**src/rtl/sermatch_pkg.sv**
```systemverilog
package sermatch_pkg;

  typedef enum logic [1:0] {
    ST_IDLE = 2'd0,
    ST_RUN  = 2'd1,
    ST_WAIT = 2'd2,
    ST_OK   = 2'd3
  } mstate_e;

  localparam int unsigned DATA_BITS = 8;
  localparam logic [3:0]  LAST_IDX  = 4'd7;
  localparam logic [3:0]  STOP_IDX  = 4'd8;
  localparam logic [3:0]  ERR_IDX   = 4'd9;

  // Counter preset that makes the idle countdown last ovs/2 cycles
  function automatic int unsigned half_preset(input int unsigned ovs);
    return (ovs / 2) - 1;
  endfunction

  // Pattern bit expected at data position idx (LSB first)
  function automatic logic pattern_bit(input logic [7:0] trig, input logic [3:0] idx);
    return trig[idx[2:0]];
  endfunction

endpackage

```
**src/rtl/sermatch_sync.sv**
```systemverilog
module sermatch_sync #(
  parameter int unsigned STAGES = 2
) (
  input  logic clk,
  input  logic rst_n,
  input  logic async_i,
  output logic sync_o
);
  logic [STAGES-1:0] pipe;

  always_ff @(posedge clk or negedge rst_n) begin
    if (!rst_n) pipe <= '1;
    else        pipe <= {pipe[STAGES-2:0], async_i};
  end

  assign sync_o = pipe[STAGES-1];
endmodule

```
**src/rtl/sermatch_baud.sv**
```systemverilog
module sermatch_baud
  import sermatch_pkg::*;
#(
  parameter int unsigned OVS = 16
) (
  input  logic clk,
  input  logic rst_n,
  input  logic line_i,
  input  logic idle_i,
  output logic tick_o
);
  localparam int unsigned CW = (OVS > 2) ? $clog2(OVS) : 1;
  localparam logic [CW-1:0] FULL  = CW'(OVS - 1);
  localparam logic [CW-1:0] HALFP = CW'(half_preset(OVS));

  logic [CW-1:0] cnt;
  logic          hold;

  assign hold   = idle_i & line_i;
  assign tick_o = (cnt == '0) & ~hold;

  always_ff @(posedge clk or negedge rst_n) begin
    if (!rst_n)           cnt <= HALFP;
    else if (hold)        cnt <= HALFP;
    else if (cnt == '0)   cnt <= FULL;
    else                  cnt <= cnt - 1'b1;
  end


  cnt_range_chk: assert property (@(posedge clk) disable iff (!rst_n) cnt <= FULL);

  tick_spacing_chk: assert property (@(posedge clk) disable iff (!rst_n) tick_o |=> !tick_o);
endmodule

```
**src/rtl/sermatch_fsm.sv**
```systemverilog
module sermatch_fsm
  import sermatch_pkg::*;
#(
  parameter logic [7:0] TRIGGER = 8'h4B
) (
  input  logic clk,
  input  logic rst_n,
  input  logic line_i,
  input  logic tick_i,
  output logic idle_o,
  output logic match_o,
  output logic ferr_o
);
  mstate_e    state, state_n;
  logic [3:0] idx, idx_n;
  logic       match_q, match_n;
  logic       ferr_q, ferr_n;

  logic want_bit, bit_ok, at_stop, last_data;

  assign want_bit  = pattern_bit(TRIGGER, idx);
  assign bit_ok    = (line_i == want_bit);
  assign at_stop   = (idx >= STOP_IDX);
  assign last_data = (idx == LAST_IDX);

  always_comb begin
    state_n = state;
    idx_n   = idx;
    ferr_n  = ferr_q;
    match_n = 1'b0;
    if (tick_i) begin
      unique case (state)
        ST_IDLE: begin
          state_n = ST_RUN;
          idx_n   = 4'd0;
        end
        ST_RUN: begin
          idx_n = idx + 4'd1;
          if (!bit_ok)        state_n = ST_WAIT;
          else if (last_data) state_n = ST_OK;
        end
        default: begin
          if (!at_stop) begin
            idx_n = idx + 4'd1;
          end else if (line_i) begin
            state_n = ST_IDLE;
            idx_n   = 4'd0;
            ferr_n  = 1'b0;
            match_n = (state == ST_OK) && (idx == STOP_IDX);
          end else begin
            state_n = ST_WAIT;
            idx_n   = ERR_IDX;
            ferr_n  = 1'b1;
          end
        end
      endcase
    end
  end

  always_ff @(posedge clk or negedge rst_n) begin
    if (!rst_n) begin
      state   <= ST_IDLE;
      idx     <= 4'd0;
      match_q <= 1'b0;
      ferr_q  <= 1'b0;
    end else begin
      state   <= state_n;
      idx     <= idx_n;
      match_q <= match_n;
      ferr_q  <= ferr_n;
    end
  end

  assign idle_o  = (state == ST_IDLE);
  assign match_o = match_q;
  assign ferr_o  = ferr_q;


  match_pulse_chk: assert property (@(posedge clk) disable iff (!rst_n) match_q |=> !match_q);

  match_ferr_excl_chk: assert property (@(posedge clk) disable iff (!rst_n) !(match_q && ferr_q));

  ferr_idx_chk: assert property (@(posedge clk) disable iff (!rst_n) ferr_q |-> (idx == ERR_IDX));

  idx_bound_chk: assert property (@(posedge clk) disable iff (!rst_n) idx <= ERR_IDX);

  ok_at_stop_chk: assert property (@(posedge clk) disable iff (!rst_n) (state == ST_OK) |-> (idx == STOP_IDX));

  wait_hold_chk: assert property (@(posedge clk) disable iff (!rst_n)
                                  (state == ST_WAIT && idx < STOP_IDX) |=> (state == ST_WAIT));
endmodule

```
**src/rtl/sermatch_top.sv**
```systemverilog
module sermatch_top
  import sermatch_pkg::*;
#(
  parameter logic [7:0]  TRIGGER = 8'h4B,
  parameter int unsigned OVS     = 16
) (
  input  logic clk,
  input  logic rst_n,
  input  logic rx_i,
  output logic match_o,
  output logic ferr_o
);
  logic line_s;
  logic tick;
  logic idle;

  sermatch_sync #(.STAGES(2)) sync_i (
    .clk(clk), .rst_n(rst_n), .async_i(rx_i), .sync_o(line_s)
  );

  sermatch_baud #(.OVS(OVS)) baud_i (
    .clk(clk), .rst_n(rst_n), .line_i(line_s), .idle_i(idle), .tick_o(tick)
  );

  sermatch_fsm #(.TRIGGER(TRIGGER)) fsm_i (
    .clk(clk), .rst_n(rst_n), .line_i(line_s), .tick_i(tick),
    .idle_o(idle), .match_o(match_o), .ferr_o(ferr_o)
  );


  reset_quiet_chk: assert property (@(posedge clk) $rose(rst_n) |-> (!match_o && !ferr_o));
endmodule

```
**config.mk**
```make
export PLATFORM = sky130hd
export DESIGN_NAME = sermatch_top
export DESIGN_NICKNAME = d
export VERILOG_FILES = /design/src/rtl/sermatch_pkg.sv /design/src/rtl/sermatch_sync.sv /design/src/rtl/sermatch_baud.sv /design/src/rtl/sermatch_fsm.sv /design/src/rtl/sermatch_top.sv
export SDC_FILE = /design/constraint.sdc
export NUM_CORES = 1
export LEC_CHECK = 0
export BUFFER_PORTS_ARGS = -buffer_cell sky130_fd_sc_hd__buf_2
export CORE_UTILIZATION = 38
export CTS_BUF_LIST = sky130_fd_sc_hd__clkbuf_4 sky130_fd_sc_hd__clkbuf_8
export CTS_CLUSTER_SIZE = 30
export DETAILED_ROUTE_END_ITERATION = 12
export GPL_TIMING_DRIVEN = 0
export REMOVE_ABC_BUFFERS = 1
export SYNTH_ARGS = -nofsm -noshare
export SYNTH_HDL_FRONTEND = slang
export SYNTH_SLANG_ARGS = --single-unit
```
**constraint.sdc**
```tcl
create_clock -name clk -period 3.35 [get_ports clk]
set_input_delay 0.1675 -clock clk [delete_from_list [all_inputs] [get_ports clk]]
set_output_delay 0.1675 -clock clk [all_outputs]
set_load 0.03 [all_outputs]
```
Word-level counts from Yosys, hierarchy flattened --
Memories as Yosys holds them, arrays and structs flattened. Index checks and enable logic that the tools add are counted.
Word-level totals: memories kept 1, input bits 3, bits in registers 14, ROM bits 8
Memories:
- (name not given) | words 8, bits a word 1, read ports 1, clocked after memory_dff 0, wr ports 0, RTL line sermatch_pkg.sv:22 | return trig[idx[2:0]];
Operators by class: order comparisons 2, bitwise logic cells 4, equality and inequality tests 6, add/sub/neg operators 2, reduce and logical (&&, ||, !) cells 7, multiplexer cells 16
Operators with widths (count):
- 2-to-1 mux 4 bit | 4
- 2-to-1 mux 2 bit | 4
- one-hot mux 4 bit (2 select lines) | 1
- 2-to-1 mux 1 bit | 6
- AND reduction 3 bit | 2
- adder 4 x 1 -> 4 bit, second input constant | 1
- equality test 4 x 3 -> 1 bit, second input constant | 1
- equality test 4 bit, second input constant | 1
- >= comparator 4 bit, second input constant | 1
- logical NOT 4 bit | 1
- less-than comparator 3 x 4 -> 1 bit, second input constant | 1
- one-hot mux 2 bit (2 select lines) | 1
- subtractor 4 x 1 -> 4 bit, second input constant | 1
- inequality test 3 bit, second input constant | 1
- nonzero test 3 bit | 1
- AND 1 bit | 2
- equality test 2 x 1 -> 1 bit, second input constant | 1
- equality test 2 bit, second input constant | 1
- logical NOT 2 bit | 1
- NOT 1 bit | 2
- OR reduction 2 bit | 1
- equality test 1 bit | 1
- logical AND 1 bit | 1

Depth between registers and ports, before layout --
depth in word-level cells 6, mapped depth 6

Modules after synthesis --
A second synthesis with hierarchy kept.
Unflattened totals: cell total of the unflattened synthesis 71, area total of the unflattened synthesis 711.9 um^2
Modules (own cells, without submodules):
- sermatch_fsm | instances 1, cells an instance 49, area each 461.7 um^2
- sermatch_baud | instances 1, cells an instance 20, area each 197.7 um^2
- sermatch_sync | instances 1, cells an instance 2, area each 52.6 um^2

Least setup slack after synthesis --
No wires, ideal clock.
path type flip-flop to flip-flop, from reg baud_i.cnt[0], to reg fsm_i.state[0], stages on the path, launching flop included 6, slack 1.901 ns, data arrival time 1.303 ns, clock period less this slack 1.449 ns, buffers on the path 0, library setup time 0.146 ns, required time 3.204 ns, path through dfstp_2 inv_1 ha_1 or3b_1 o21ai_0 o311ai_0
On the way: longest elaborated chain between the ends 3
Ends and longest elaborated chain:
- from (decl) | RTL line sermatch_baud.sv:16 | logic [CW-1:0] cnt;
- from (signal assigned) | RTL line sermatch_baud.sv:26 | else cnt <= cnt - 1'b1;
- logical NOT 4 bit | RTL line sermatch_baud.sv:20 | assign tick_o = (cnt == '0) & ~hold;
- AND 1 bit | RTL line sermatch_baud.sv:20
- AND reduction 3 bit (no source line)
- to (signal assigned) | RTL line sermatch_fsm.sv:67 | state <= state_n;
- to (decl) | RTL line sermatch_fsm.sv:14 | mstate_e state, state_n;
No other way between the ends. A chain may end at the register's enable or synchronous reset.

Worst setup path after layout --
Ends and elaborated chain as after synthesis.

==> summary.md <==
| Metric | Value |
|---|---|
| Status | `finished, final reports clean` |
| MaxCap Viol Count | `0` |
| Largest net degree at the start of global routing | `15` |
| Setup Viol. Count Final | `0` |
| Iter 0 DRT Violations | `21` |
| Avg Cell Area, Syn | `10.3 um^2` |
| Finished Cell Area | `856 um^2` |
| DR pass1 iterations | `4` |
| Core area | `roughly 1800 um^2` |
| Worst path required time | `~3.5 ns` |
| Slowest stage delay, CP | `0.47 ns` |
| Register share of total power | `48.6%` |
| Resize count post-CTS | `0` |
| Power share of the clock group | `between 10% and 20%` |
| Post-layout min period | `between 1.5 and 2 ns` |
| Count of cell types in the netlist | `30` |
| Fin Setup TNS | `0 ns` |
| Share of cells above drive strength 1 | `22.0%` |
| Number of global-route vias before repair | `between 400 and 500` |
| Vias | `558` |
| # DRC | `0` |
| Fin cells | `around 110` |
| Slew Viols, Final | `0` |
| Total setup buffers inserted after CTS | `0` |
| CP cell instances | `inv_1 > ha_1 > or3b_1 > o21ai_0 > o311ai_0` |
| Clock transition at path regs | `approximately 0.08 ns` |
| #FFs+latches synth | `14` |
| Switching Share | `35.4%` |
| Initial core utilization | `roughly 42%` |
| Layout Utilization | `a little under half` |
| Final period util | `48.1%` |
| Cts hold-fix bufs | `2` |
| I/O pin count | `5` |
| Initial antenna violation count | `0` |
| Lkg Pwr | `between 0.3 and 0.4 nW` |
| Layout Nets | `90` |
| Row cnt | `15` |
| Wirelength per Cell | `~11 um` |
| P&R area growth vs syn | `11.2%` |
| Max Freq | `between 600 and 700 MHz` |
| Yosys Warn Count | `0` |
| Detailed Place HPWL | `between 800 and 900 um` |
| Mapped Cells | `75` |
| First-pass GRT wire length | `2010 um` |
| P_sw | `approximately 0.00022 W` |
| Port-buffer cells | `4` |
| Total power | `between 0.0006 and 0.0007 W` |
| H-tree Lvls | `1` |
| Clock latency on the worst-skew pair | `about 0.28 ns` |
| Ys async rst share | `100%` |
| RSZ-0062 raised after global routing | `no` |
| Cell Area, Synth | `769 um^2` |
| DP Cell Count | `just over 100` |
| Power Density | `around 700 nW/um^2` |
| Placed inst area | `800 um^2` |
| Clock sink count | `14` |
| Prevailing post-synth register cell | `dfrtp_1` |
| Vias per cell | `roughly 5.2` |
| Slowest CP cell | `or3b_1` |
| Final ANT Viol Nets | `0` |
| CTS buffer count | `3` |
| CTS tree | `built` |
| Comb pwr share | `32.4%` |
| Die X | `approximately 47 um` |
| CP Max Fanout | `6` |
| Gr ovfl total | `0` |
| Drt total wl | `around 1200 um` |
| Total GRT Usage | `13.5%` |
| Kind of end point of the critical path | `flip-flop` |
| Die area | `between 2000 and 2500 um^2` |
| Reg2Reg Setup Slack | `1.74 ns` |
| Register area share after synthesis | `46.3%` |
| WP data arrival | `between 1.5 and 2 ns` |
| Die Y | `roughly 47 um` |
| VDD IR max | `about 0.38 mV` |
| Hold Path Class | `in -> async` |
| Post-synth EDFFs | `0` |
| Setup Skew | `around 0.00094 ns` |
| Hold Vio Cnt, Final | `0` |
| Max transition margin | `about three quarters` |
| Max Root-Sink Buffers | `2` |
| Crit path launch type | `flip-flop` |
| Worst-Margin Slew | `around 0.36 ns` |
| Gpl congestion | `about 0.76` |
| P_int | `approximately 0.0004 W` |
| Antenna Cells | `0` |
| Root Buffer | `clkbuf_4` |
| Crit Path Class | `reg -> reg` |
cell usage after synthesis (2+ instances only):
library cell  number  area [um^2]
o31a_1             2         17.5
nor2_1             5         18.8
dfrtp_1            9          225
ha_1               4         50.1
mux2i_1            2         20.0
nand2_1            7         26.3
o31ai_1            3         22.5
nand3_1            2         10.0
xnor2_1            2         17.5
dfstp_2            5          131
a21oi_1            7         35.0
o21ai_0            4         20.0
inv_1              6         22.5
worst paths after layout:
path                                start             end  depth (start not counted)
min                                 rst_n    fsm_i.idx[0]                          2
max                         baud_i.cnt[0]  fsm_i.state[0]                          5
max reg2reg                 baud_i.cnt[0]  fsm_i.state[0]                          5
min reg2reg                sync_i.pipe[0]  sync_i.pipe[1]                          0
max in group asynchronous           rst_n  sync_i.pipe[0]                          2
min in group clk           sync_i.pipe[0]  sync_i.pipe[1]                          0
area by class of cell:
cell class | count | area (um^2)
inverter | 6 | 22.5
tap | 25 | 31.3
fill | 175 | 965
multi-input combinational | 52 | 369
timing repair buffer | 6 | 40.0
clock buffer | 4 | 36.3
sequential | 14 | 357
through the flow:
step / setup slack, ns / hold slack, ns
global placement: 1.75 / 0.0803
global route: 1.57 / 0.335
floorplan: 1.90 / -0.128
finish: 1.74 / 0.300
CTS: 1.71 / 0.308
detailed placement: 1.74 / 0.0731
metal layers:
layer | routed length (um) | track usage, % | vias up
met5 | 0 | 0 | -
met3 | 50 | 5.77 | 3
met4 | 13 | 5.14 | 0
met2 | 503 | 19.2 | 10
met1 | 596 | 18.2 | 267
li1 | - | - | 278
cells by family (layout without fill, tap and decap cells):
group,after synthesis,after routing,share of synthesized area [%]
buffers and inverters,9,16,5.69
multiplexers,2,2,2.60
AO/OA/AOI/OAI,21,21,18.2
flip-flops,14,14,46.3
XOR/XNOR,2,2,2.28
AND/OR/NAND/NOR,23,23,18.4
adder cells (fa/ha/maj),4,4,6.50
state kept, by name, indices dropped and copies added, names as in the netlist:
signal and cells:
sync_i.pipe 2, fsm_i.ferr_o 1, fsm_i.state 2, fsm_i.match_o 1
baud_i.cnt 4, fsm_i.idx 4
layout by cell type, fill, tap and decap left out:
cell           netlist  layout
dfrtp_1              9       9
nand2_1              7       7
a21oi_1              7       7
inv_1                6       6
nor2_1               5       5
dfstp_2              5       5
o21ai_0              4       4
ha_1                 4       4
buf_2                1       4
o31ai_1              3       3
clkbuf_4             0       3
xnor2_1              2       2
nand3_1              2       2
o31a_1               2       2
mux2i_1              2       2
dlygate4sd3_1        0       2
or3b_4               1       1
or3b_1               1       1
nor3b_4              1       1
nand2b_1             1       1
nor4_1               1       1
and3_2               1       1
nand2_4              1       1
o22a_1               1       1
a41oi_1              1       1
and2b_1              1       1
o21bai_2             1       1
nor4b_1              1       1
a21o_1               1       1
o311ai_0             1       1
clkbuf_8             0       1
critical path: cells and delay by family (launching register included):
family	cells	cell delay, ns
AOI/OAI and AO/OA	2	0.34
buffers and inverters	1	0.07
adders and majority gates	1	0.22
DFF	1	0.38
and+or+nand+nor	1	0.47
power groups by stage:
stage | Clock (W) | Combinational, W | Sequential [W]
global placement | 0 | 0.000195 | 0.000302
detailed placement | 0 | 0.000201 | 0.000302
floorplan | 0 | 0.000169 | 0.000287
global route | 0.000129 | 0.000236 | 0.000311
finish | 0.000118 | 0.000200 | 0.000300
CTS | 0.000122 | 0.000203 | 0.000299
(Power assumes the default switching activity.)
